[src/rtl/accel_ctrl_pkg.sv]
package accel_ctrl_pkg;
   // word indices (byte offset / 4) of the scalar registers
   localparam int unsigned WD_CTRL = 0;
   localparam int unsigned WD_GIE  = 1;
   localparam int unsigned WD_IER  = 2;
   localparam int unsigned WD_ISR  = 3;
   localparam int unsigned WD_INF  = 4;
   localparam int unsigned WD_WTF  = 6;
   localparam int unsigned WD_FBIT = 8;

   // bit positions inside the control word
   localparam int unsigned CB_START = 0;
   localparam int unsigned CB_DONE  = 1;
   localparam int unsigned CB_IDLE  = 2;
   localparam int unsigned CB_RDY   = 3;
   localparam int unsigned CB_AUTO  = 7;
   localparam int unsigned CB_IRQ   = 9;

   // event source positions in enable and status registers
   localparam int unsigned SRC_DONE = 0;
   localparam int unsigned SRC_RDY  = 1;

   localparam logic [1:0] RESP_OKAY = 2'b00;

   typedef struct packed {
      logic start;
      logic auto_rs;
      logic done;
      logic ready;
   } ctl_state_t;
endpackage

[src/rtl/accel_axil_port.sv]
module accel_axil_port
   import accel_ctrl_pkg::*;
#(
   parameter int unsigned ADDR_W = 7,
   parameter int unsigned DATA_W = 32,
   localparam int unsigned STRB_W = DATA_W / 8
) (
   input  logic              clk,
   input  logic              rst_n,
   input  logic [ADDR_W-1:0] s_awaddr,
   input  logic              s_awvalid,
   output logic              s_awready,
   input  logic [DATA_W-1:0] s_wdata,
   input  logic [STRB_W-1:0] s_wstrb,
   input  logic              s_wvalid,
   output logic              s_wready,
   output logic [1:0]        s_bresp,
   output logic              s_bvalid,
   input  logic              s_bready,
   input  logic [ADDR_W-1:0] s_araddr,
   input  logic              s_arvalid,
   output logic              s_arready,
   output logic [DATA_W-1:0] s_rdata,
   output logic [1:0]        s_rresp,
   output logic              s_rvalid,
   input  logic              s_rready,
   output logic              wr_en,
   output logic [ADDR_W-1:0] wr_addr,
   output logic [DATA_W-1:0] wr_data,
   output logic [STRB_W-1:0] wr_strb,
   output logic              rd_en,
   output logic [ADDR_W-1:0] rd_addr,
   input  logic [DATA_W-1:0] rd_word
);
   logic              aw_held, w_held;
   logic [ADDR_W-1:0] aw_q;
   logic [DATA_W-1:0] wd_q;
   logic [STRB_W-1:0] ws_q;

   assign s_awready = !aw_held && !s_bvalid;
   assign s_wready  = !w_held && !s_bvalid;
   assign wr_en     = aw_held && w_held && !s_bvalid;
   assign wr_addr   = aw_q;
   assign wr_data   = wd_q;
   assign wr_strb   = ws_q;
   assign s_bresp   = RESP_OKAY;

   always_ff @(posedge clk) begin
      if (!rst_n) begin
         aw_held  <= 1'b0;
         w_held   <= 1'b0;
         aw_q     <= '0;
         wd_q     <= '0;
         ws_q     <= '0;
         s_bvalid <= 1'b0;
      end else begin
         if (s_awvalid && s_awready) begin
            aw_held <= 1'b1;
            aw_q    <= s_awaddr;
         end
         if (s_wvalid && s_wready) begin
            w_held <= 1'b1;
            wd_q   <= s_wdata;
            ws_q   <= s_wstrb;
         end
         if (wr_en) begin
            aw_held  <= 1'b0;
            w_held   <= 1'b0;
            s_bvalid <= 1'b1;
         end else if (s_bready) begin
            s_bvalid <= 1'b0;
         end
      end
   end

   assign s_arready = !s_rvalid;
   assign rd_en     = s_arvalid && s_arready;
   assign rd_addr   = s_araddr;
   assign s_rresp   = RESP_OKAY;

   always_ff @(posedge clk) begin
      if (!rst_n) begin
         s_rvalid <= 1'b0;
         s_rdata  <= '0;
      end else if (rd_en) begin
         s_rvalid <= 1'b1;
         s_rdata  <= rd_word;
      end else if (s_rready) begin
         s_rvalid <= 1'b0;
      end
   end


   bvalid_hold_chk: assert property (@(posedge clk) disable iff (!rst_n)
      s_bvalid && !s_bready |=> s_bvalid);

   rvalid_hold_chk: assert property (@(posedge clk) disable iff (!rst_n)
      s_rvalid && !s_rready |=> s_rvalid && $stable(s_rdata));

   bvalid_src_chk: assert property (@(posedge clk) disable iff (!rst_n)
      $rose(s_bvalid) |-> $past(aw_held && w_held));
endmodule

[src/rtl/accel_ctrl_regs.sv]
module accel_ctrl_regs
   import accel_ctrl_pkg::*;
#(
   parameter int unsigned ADDR_W = 7,
   parameter int unsigned DATA_W = 32,
   parameter int unsigned FBIT_W = 3,
   localparam int unsigned STRB_W = DATA_W / 8,
   localparam int unsigned WA_W   = ADDR_W - 2
) (
   input  logic              clk,
   input  logic              rst_n,
   input  logic              wr_en,
   input  logic [ADDR_W-1:0] wr_addr,
   input  logic [DATA_W-1:0] wr_data,
   input  logic [STRB_W-1:0] wr_strb,
   input  logic              rd_en,
   input  logic [ADDR_W-1:0] rd_addr,
   input  logic              kern_done,
   input  logic              kern_ready,
   input  logic              kern_idle,
   output logic              kern_start,
   output logic              irq,
   output logic              cfg_in_fault,
   output logic              cfg_wt_fault,
   output logic [FBIT_W-1:0] cfg_fault_bit,
   output logic [DATA_W-1:0] rd_word
);
   generate
      if (FBIT_W > 8 || FBIT_W == 0) begin : g_bad_fbit
         $error("FBIT_W must fit in byte lane 0");
      end
      if (DATA_W <= CB_IRQ) begin : g_bad_width
         $error("DATA_W too narrow for the control word");
      end
   endgenerate

   ctl_state_t        st_q;
   logic              gie_q;
   logic [1:0]        ier_q, isr_q;
   logic              inf_q, wtf_q;
   logic [FBIT_W-1:0] fbit_q;

   logic [WA_W-1:0] wa, ra;
   logic            we0, ctl_we, ctl_re, isr_re;

   assign wa     = wr_addr[ADDR_W-1:2];
   assign ra     = rd_addr[ADDR_W-1:2];
   assign we0    = wr_en && wr_strb[0];
   assign ctl_we = we0 && (wa == WA_W'(WD_CTRL));
   assign ctl_re = rd_en && (ra == WA_W'(WD_CTRL));
   assign isr_re = rd_en && (ra == WA_W'(WD_ISR));

   always_ff @(posedge clk) begin
      if (!rst_n) begin
         st_q   <= '0;
         gie_q  <= 1'b0;
         ier_q  <= '0;
         isr_q  <= '0;
         inf_q  <= 1'b0;
         wtf_q  <= 1'b0;
         fbit_q <= '0;
      end else begin
         // start: cleared by the kernel handshake, set by host or auto-restart
         if (st_q.start && kern_ready) st_q.start <= 1'b0;
         if ((st_q.auto_rs && kern_done) || (ctl_we && wr_data[CB_START]))
            st_q.start <= 1'b1;
         if (ctl_we) st_q.auto_rs <= wr_data[CB_AUTO];
         // latched events: a pulse beats a clearing read
         if (ctl_re) begin
            st_q.done  <= 1'b0;
            st_q.ready <= 1'b0;
         end
         if (kern_done)  st_q.done  <= 1'b1;
         if (kern_ready) st_q.ready <= 1'b1;
         if (isr_re) isr_q <= '0;
         if (kern_done)  isr_q[SRC_DONE] <= 1'b1;
         if (kern_ready) isr_q[SRC_RDY]  <= 1'b1;
         if (we0 && wa == WA_W'(WD_GIE))  gie_q  <= wr_data[0];
         if (we0 && wa == WA_W'(WD_IER))  ier_q  <= wr_data[1:0];
         if (we0 && wa == WA_W'(WD_INF))  inf_q  <= wr_data[0];
         if (we0 && wa == WA_W'(WD_WTF))  wtf_q  <= wr_data[0];
         if (we0 && wa == WA_W'(WD_FBIT)) fbit_q <= wr_data[FBIT_W-1:0];
      end
   end

   assign kern_start    = st_q.start;
   assign irq           = gie_q && |(isr_q & ier_q);
   assign cfg_in_fault  = inf_q;
   assign cfg_wt_fault  = wtf_q;
   assign cfg_fault_bit = fbit_q;

   always_comb begin
      rd_word = '0;
      if (ra == WA_W'(WD_CTRL)) begin
         rd_word[CB_START] = st_q.start;
         rd_word[CB_DONE]  = st_q.done;
         rd_word[CB_IDLE]  = kern_idle;
         rd_word[CB_RDY]   = st_q.ready;
         rd_word[CB_AUTO]  = st_q.auto_rs;
         rd_word[CB_IRQ]   = irq;
      end else if (ra == WA_W'(WD_GIE)) begin
         rd_word[0] = gie_q;
      end else if (ra == WA_W'(WD_IER)) begin
         rd_word[1:0] = ier_q;
      end else if (ra == WA_W'(WD_ISR)) begin
         rd_word[1:0] = isr_q;
      end else if (ra == WA_W'(WD_INF)) begin
         rd_word[0] = inf_q;
      end else if (ra == WA_W'(WD_WTF)) begin
         rd_word[0] = wtf_q;
      end else if (ra == WA_W'(WD_FBIT)) begin
         rd_word[FBIT_W-1:0] = fbit_q;
      end
   end


   start_clr_chk: assert property (@(posedge clk) disable iff (!rst_n)
      kern_start && kern_ready && !kern_done && !(ctl_we && wr_data[CB_START])
      |=> !kern_start);

   start_keep_chk: assert property (@(posedge clk) disable iff (!rst_n)
      kern_start && !kern_ready |=> kern_start);

   auto_rs_chk: assert property (@(posedge clk) disable iff (!rst_n)
      st_q.auto_rs && kern_done |=> kern_start);

   done_lat_chk: assert property (@(posedge clk) disable iff (!rst_n)
      kern_done |=> st_q.done);

   done_clr_chk: assert property (@(posedge clk) disable iff (!rst_n)
      ctl_re && !kern_done |=> !st_q.done);

   irq_raise_chk: assert property (@(posedge clk) disable iff (!rst_n)
      gie_q && ier_q[SRC_DONE] && kern_done && !(we0 && (wa == WA_W'(WD_GIE) || wa == WA_W'(WD_IER)))
      |=> irq);

   isr_clr_chk: assert property (@(posedge clk) disable iff (!rst_n)
      isr_re && !kern_done && !kern_ready |=> isr_q == 2'b00);
endmodule

[src/rtl/accel_fault_mask.sv]
module accel_fault_mask #(
   parameter int unsigned ADDR_W  = 7,
   parameter int unsigned DATA_W  = 32,
   parameter int unsigned ENTRIES = 64,
   parameter int unsigned BASE    = 64,
   localparam int unsigned STRB_W = DATA_W / 8,
   localparam int unsigned LANES  = DATA_W / 8,
   localparam int unsigned WORDS  = ENTRIES / LANES,
   localparam int unsigned WA_W   = ADDR_W - 2,
   localparam int unsigned BASE_W = BASE / 4,
   localparam int unsigned IDX_W  = $clog2(ENTRIES)
) (
   input  logic              clk,
   input  logic              rst_n,
   input  logic              wr_en,
   input  logic [ADDR_W-1:0] wr_addr,
   input  logic [DATA_W-1:0] wr_data,
   input  logic [STRB_W-1:0] wr_strb,
   input  logic [ADDR_W-1:0] rd_addr,
   output logic [DATA_W-1:0] rd_word,
   input  logic [IDX_W-1:0]  mask_idx,
   output logic              mask_bit
);
   generate
      if (DATA_W % 8 != 0) begin : g_bad_data
         $error("DATA_W must be a whole number of bytes");
      end
      if (ENTRIES % LANES != 0) begin : g_bad_entries
         $error("ENTRIES must fill whole words");
      end
      if (BASE % 4 != 0 || BASE_W + WORDS > (1 << WA_W)) begin : g_bad_base
         $error("mask window must be word aligned and inside the address space");
      end
   endgenerate

   logic [ENTRIES-1:0] bits_q, sel_v, din_v;
   logic [WA_W-1:0]    wa, ra;
   logic               w_hit, r_hit;
   int unsigned        w_idx, r_idx;

   assign wa    = wr_addr[ADDR_W-1:2];
   assign ra    = rd_addr[ADDR_W-1:2];
   assign w_hit = (int'(wa) >= BASE_W) && (int'(wa) < BASE_W + WORDS);
   assign r_hit = (int'(ra) >= BASE_W) && (int'(ra) < BASE_W + WORDS);
   assign w_idx = w_hit ? int'(wa) - BASE_W : 0;
   assign r_idx = r_hit ? int'(ra) - BASE_W : 0;

   for (genvar w = 0; w < WORDS; w++) begin : g_word
      for (genvar b = 0; b < LANES; b++) begin : g_lane
         localparam int unsigned E = w * LANES + b;
         assign sel_v[E] = wr_en && w_hit && (w_idx == w) && wr_strb[b];
         assign din_v[E] = wr_data[8*b];


         lane_upd_chk: assert property (@(posedge clk) disable iff (!rst_n)
            sel_v[E] |=> bits_q[E] == $past(din_v[E]));

         lane_keep_chk: assert property (@(posedge clk) disable iff (!rst_n)
            !sel_v[E] |=> $stable(bits_q[E]));
      end
   end

   always_ff @(posedge clk) begin
      if (!rst_n) bits_q <= '0;
      else        bits_q <= (bits_q & ~sel_v) | (din_v & sel_v);
   end

   always_comb begin
      rd_word = '0;
      if (r_hit) begin
         for (int b = 0; b < LANES; b++) rd_word[8*b] = bits_q[r_idx*LANES + b];
      end
   end

   assign mask_bit = bits_q[mask_idx];
endmodule

[src/rtl/accel_ctrl_slave.sv]
module accel_ctrl_slave #(
   parameter int unsigned ADDR_W       = 7,
   parameter int unsigned DATA_W       = 32,
   parameter int unsigned FBIT_W       = 3,
   parameter int unsigned MASK_ENTRIES = 64,
   parameter int unsigned MASK_BASE    = 64,
   localparam int unsigned STRB_W = DATA_W / 8,
   localparam int unsigned IDX_W  = $clog2(MASK_ENTRIES)
) (
   input  logic              clk,
   input  logic              rst_n,
   input  logic [ADDR_W-1:0] s_awaddr,
   input  logic              s_awvalid,
   output logic              s_awready,
   input  logic [DATA_W-1:0] s_wdata,
   input  logic [STRB_W-1:0] s_wstrb,
   input  logic              s_wvalid,
   output logic              s_wready,
   output logic [1:0]        s_bresp,
   output logic              s_bvalid,
   input  logic              s_bready,
   input  logic [ADDR_W-1:0] s_araddr,
   input  logic              s_arvalid,
   output logic              s_arready,
   output logic [DATA_W-1:0] s_rdata,
   output logic [1:0]        s_rresp,
   output logic              s_rvalid,
   input  logic              s_rready,
   output logic              kern_start,
   input  logic              kern_done,
   input  logic              kern_idle,
   input  logic              kern_ready,
   output logic              irq,
   output logic              cfg_in_fault,
   output logic              cfg_wt_fault,
   output logic [FBIT_W-1:0] cfg_fault_bit,
   input  logic [IDX_W-1:0]  mask_idx,
   output logic              mask_bit
);
   logic              wr_en, rd_en;
   logic [ADDR_W-1:0] wr_addr, rd_addr;
   logic [DATA_W-1:0] wr_data, rd_word, regs_word, mask_word;
   logic [STRB_W-1:0] wr_strb;

   accel_axil_port #(.ADDR_W(ADDR_W), .DATA_W(DATA_W)) u_port (
      .clk, .rst_n,
      .s_awaddr, .s_awvalid, .s_awready,
      .s_wdata, .s_wstrb, .s_wvalid, .s_wready,
      .s_bresp, .s_bvalid, .s_bready,
      .s_araddr, .s_arvalid, .s_arready,
      .s_rdata, .s_rresp, .s_rvalid, .s_rready,
      .wr_en, .wr_addr, .wr_data, .wr_strb,
      .rd_en, .rd_addr, .rd_word
   );

   accel_ctrl_regs #(.ADDR_W(ADDR_W), .DATA_W(DATA_W), .FBIT_W(FBIT_W)) u_regs (
      .clk, .rst_n,
      .wr_en, .wr_addr, .wr_data, .wr_strb,
      .rd_en, .rd_addr,
      .kern_done, .kern_ready, .kern_idle,
      .kern_start, .irq,
      .cfg_in_fault, .cfg_wt_fault, .cfg_fault_bit,
      .rd_word(regs_word)
   );

   accel_fault_mask #(.ADDR_W(ADDR_W), .DATA_W(DATA_W),
                      .ENTRIES(MASK_ENTRIES), .BASE(MASK_BASE)) u_mask (
      .clk, .rst_n,
      .wr_en, .wr_addr, .wr_data, .wr_strb,
      .rd_addr, .rd_word(mask_word),
      .mask_idx, .mask_bit
   );

   // the two decoders return zero outside their own windows
   assign rd_word = regs_word | mask_word;
endmodule

[config.mk]
export PLATFORM = sky130hd
export DESIGN_NAME = accel_ctrl_slave
export DESIGN_NICKNAME = d
export VERILOG_FILES = /design/src/rtl/accel_ctrl_pkg.sv /design/src/rtl/accel_axil_port.sv /design/src/rtl/accel_ctrl_regs.sv /design/src/rtl/accel_fault_mask.sv /design/src/rtl/accel_ctrl_slave.sv
export SDC_FILE = /design/constraint.sdc
export NUM_CORES = 1
export LEC_CHECK = 0
export BUFFER_PORTS_ARGS = -buffer_cell sky130_fd_sc_hd__buf_2
export CORE_UTILIZATION = 45
export DETAILED_ROUTE_END_ITERATION = 6
export PLACE_DENSITY = 0.71
export REMOVE_ABC_BUFFERS = 1
export SETUP_SLACK_MARGIN = 0.05
export SYNTH_ARGS = -nofsm -noshare
export SYNTH_HDL_FRONTEND = slang
export SYNTH_SLANG_ARGS = --single-unit
[constraint.sdc]
create_clock -name clk -period 4.7 [get_ports clk]
set_clock_uncertainty 0.05 [all_clocks]
set_input_delay 0.94 -clock clk [delete_from_list [all_inputs] [get_ports clk]]
set_output_delay 0.94 -clock clk [all_outputs]
set_load 0.02 [all_outputs]
## Word-level counts from Yosys, hierarchy flattened

Index checks and enable logic that the tools add are counted.

- Add/subtract/negate cells: 5
- $mul: 0
- Div/mod/pow operators: 0
- Order comparisons: 7
- Equality and inequality tests: 26
- Shift operators: 0
- Mux-type cells: 43
- Bitwise logic cells: 7
- Reductions and logical operators: 118

Operators by type and width:

| kind | count |
|---|---|
| $eq 32x4->1 const B | 8 |
| $and 64x64->64 | 2 |
| $eq 32x3->1 const B | 4 |
| $lt 32x7->1 const B | 4 |
| $logic_and 1x1->1 | 101 |
| $add 32x2->32 const B | 2 |
| $eq 32x2->1 const B | 2 |
| $not 64->64 | 1 |
| $or 64x64->64 | 1 |
| $add 32x1->32 const B | 1 |
| $eq 32x1->1 const B | 1 |
| $logic_not 32->1 | 1 |
| $mux 32 | 1 |
| $mux 30 | 1 |
| $mux 1 | 27 |
| $or 10x25->25 | 1 |
| $bmux 1 s6 | 4 |
| $eq 5x3->1 const B | 4 |
| $eq 5x2->1 const B | 3 |
| $mux 2 | 7 |
| $reduce_bool 2->1 | 7 |
| $sub 5x5->6 const B | 2 |
| $eq 5x1->1 const B | 2 |
| $eq 5x4->1 const B | 2 |
| other kinds (10) | 17 |

- Flip-flop bits (word level): 150
- Latch bits: 0
- Memory bits (writable): 0
- ROM bits: 0
- Input bits: 66
- Output and inout bits: 49
- Logic and storage cells: 226
- Memories: 0

## Depth between registers and ports, before layout

- Depth after elaboration: 9
- Depth in mapped cells: 7
- Mapped depth without buffers: 5

## Modules after synthesis

Synthesis repeated with hierarchy kept, for this count alone.

- Cells, all modules: 954
- Area total of the unflattened synthesis: 8334.2 um^2

Modules (own cells, without submodules):

| module | times used | cells an instance | area each (um^2) | seq. area each (um^2) |
|---|---|---|---|---|
| accel_fault_mask | 1 | 443 | 4115.2 | 1281.2 |
| accel_axil_port | 1 | 361 | 3005.4 | 1581.5 |
| accel_ctrl_regs | 1 | 118 | 1013.5 | 280.3 |
| accel_ctrl_slave | 1 | 32 | 200.2 | 0.0 |

## Worst setup path after synthesis

OpenSTA, ideal clock, no wires.

- Path type: input to output
- From: input port mask_idx[1]
- To: output port mask_bit
- Arrival time: 2312 ps
- Data required time: 3710 ps
- Path slack: 1398 ps
- Cell stages on the path: 5
- Path buffers: 1
- Cell sequence: buf_6 -> mux4_1 -> mux2_2 -> o22a_1 -> a31o_1

- Cells in the longest elaborated chain, start to end: 2

Ends and longest elaborated chain:

| what | RTL line | source |
|---|---|---|
| from (decl) | accel_ctrl_slave.sv:37 | `input logic [IDX_W-1:0] mask_idx,` |
| $bmux 1 s6 | accel_fault_mask.sv:75 | `assign mask_bit = bits_q[mask_idx];` |
| $mux 1 (implied by the code) | accel_fault_mask.sv:75 |  |
| to (decl) | accel_ctrl_slave.sv:38 | `output logic mask_bit` |

Every way passes these cells. The select of a mux whose other input is x is not followed.

## Worst setup path after layout

- From: input port mask_idx[0]
- To: output port mask_bit

Same word-level chain as after synthesis.

==> metrics.yaml <==
outcome:
  status: "completed"
job:
  max_cap_violations: 0
clock_tree:
  ctsHoldBuffers: 0
  cts_setup_buffers: 0
  htreeDepth: 3
  ctsResizeCount: 0
  clk_pin_slew_worst_paths_ns: 0.07
  cts_tree: "built"
  clockRootBuffer: "clkbuf_16"
  cts_sinks: 107
  clk_path_buf_depth: 2
  numCtsBuffers: 9
  clk_latency_ns: 0.36
floorplanning:
  dieHeight_um: 117.6
  row_count: 41
  start_util: 0.4689
  core_mm2: 0.01282
  io_pins: 115
  fp.dieArea_mm2: 0.01383
  fp.dieW_um: 117.6
critical_path:
  path_buf_inv: 2
  crit_path_max_incr_delay_ns: 0.57
  cp_top_family: "compound AO/OA/AOI/OAI gates"
  cp_slowest_cell: "mux4_2"
  cp-end-kind: "primary output"
  r2r_slack_ns: 2.14
  cp-start-kind: "input pin"
  path_class: "input pin to primary output"
  cp_max_fo: 13
  crit_top_cell: "buf_2"
  crit_arrival_ns: 2.73
  cp_cell_sequence: "buf_2 -> mux4_2 -> o22a_1 -> o22ai_1 -> a2111oi_0 -> a31o_1 -> buf_2"
  cp_data_required_time_ns: 3.71
route:
  drt-pass1-iter-count: 5
  vias_per_cell: 5.732
  route.vias.total: 4821
  wirelength_mm: 14.91
  drc: 0
  ant_nets: 0
  drt_iter0_markers: 416
  wire_per_inst_um: 17.72
sta:
  finalSetupTns_ns: 0
  setup_viol_count_final: 0
  fmax_mhz: 269.1
  final-max-slew-violation-count: 0
  worst_slew_pin_slew_ns: 1.121
  fin_crit_sh: 0.7907
  hold_violations: 0
  fin_crit_ns: 3.716
  rsz0062_at_grt: "no"
  relSlewSlack: 0.2456
  whs_ns: 0.4225
  fin_ws_ns: 0.9836
logic_synthesis:
  synth-adder-area-share: 0
  synth-seq-cells: 107
  synth-async-reset-ratio: 0
  syn_inst: 649
  synth_top_area_frac: 0.3562
  synth-edff-count: 0
  ys_seq_area_frac: 0.3562
  synth_top_family_by_area: "multiplexers"
  ys.warnings.count: 0
  syn_avg_cell_area_um2: 9.265
  synth_xor_xnor_area_share: 0
  syn_area_mm2: 0.006013
  synth.distinct_cells: 53
  synth_mux_area_frac: 0.2399
  synth_compound_area_frac: 0.09592
  synthFlopType: "dfxtp_1"
  synth-simple-area-share: 0.2308
  synth_area_leaders: "dfxtp_1 (36%), mux2i_1 (14%), nor2b_1 (9.6%)"
  yosysTopAreaCell: "dfxtp_1"
pwr:
  p_per_area_mw_per_mm2: 296.2
  p_leak_uw: 0.002749
  irDropWorstVdd_mv: 0.1930
placed_design:
  dp_hpwl_mm: 10.48
  place_congestion: 0.8978
  io_buffers: 58
  pre_cts_slack_ns: 0.9771
final_layout:
  area_delta_synth_final_pct: 7.865
  nNetsFinal: 730
  diodes: 0
  layout-drive-gt1-share: 0.1450
grt:
  grt.overflow.total: 0
  grtUsageTotal: 0.2220
  antenna_found_initial: 0
  grt_max_degree: 59
  grt_pass1_wl_mm: 24.28
  grt_pass1_vias: 4521
min_path:
  min_path_type: "flop to flop"
cell families after synthesis:
| family | after synthesis |
|---|---|
| AOI/OAI and AO/OA | 77 |
| buffers and inverters | 88 |
| DFF | 107 |
| muxes | 112 |
| other | 1 |
| and+or+nand+nor | 264 |
tightest hold or removal path, stage by stage (launching register included):
cell,delay [ns]
dfxtp_1,0.31
nand2_1,0.05
a21boi_0,0.06
power by group:
group	internal (uW)	switching (uW)	leakage [uW]	total [uW]
clock network	427	336	0.000139	763
registers	923	44.7	0.000867	968
logic	71.0	119	0.00174	190
total	1420	499	0.00275	1920
per-stage QoR:
step | utilization | total power (uW) | instance area (um^2) | instances
finish | 0.5058 | 1921 | 6486 | 841
global route | 0.5058 | 1995 | 6486 | 841
CTS | 0.5058 | 1931 | 6486 | 841
detailed placement | 0.4826 | 1176 | 6190 | 825
global placement | 0.4826 | 1171 | 6190 | 825
floorplan | - | 1085 | 5677 | 594
synthesized netlist by cell type (all sizes together) (5+ instances only):
master     n
inv        7
a2111oi    6
o21ai      5
buf       41
nor2      15
mux4      23
clkbuf    40
mux2i     86
nand2b    11
nand3      9
nor4       9
dfxtp    107
nand2     94
a22oi      6
a21boi    14
nor2b     92
a21oi      9
nor3      14
a211oi     9
worst paths after layout:
path / cells past startpoint / to / from
setup / recovery: 7 / mask_bit / mask_idx[0]
hold / removal: 2 / u_port.wr_data[7] / u_port.wr_data[7]
setup reg to reg: 5 / flop / u_port.s_bvalid
hold reg to reg: 2 / u_port.wr_data[7] / u_port.wr_data[7]
routing by layer:
| metal | part of all wire | global-route usage | up-vias |
|---|---|---|---|
| met3 | 0.058 | 0.05233 | 29 |
| met2 | 0.48 | 0.3665 | 168 |
| met5 | 0 | 0 | - |
| met4 | 0.022 | 0.06571 | 0 |
| met1 | 0.44 | 0.2877 | 2349 |
| li1 | - | - | 2275 |
layout by cell type (no fill, tap or decap), types with 14 or more instances in the layout:
master	Yosys	final
a21boi_0	14	14
buf_2	11	58
conb_1	1	27
dfxtp_1	107	107
mux2i_1	86	86
mux4_2	15	15
nand2_1	94	94
nor2_1	15	15
nor2b_1	92	92
nor3_1	14	14
area by class of cell:
cell class                      instances  area (um^2)
Timing Repair Buffer                   59        297.8
Clock buffer                           12        246.5
Fill cell                            1204         6339
Inverter                                7        26.28
Multi-Input combinational cell        480         3508
Tap cell                              172        215.2
Clock inverter                          4        50.05
Sequential cell                       107         2142
(Power assumes the default switching activity.)
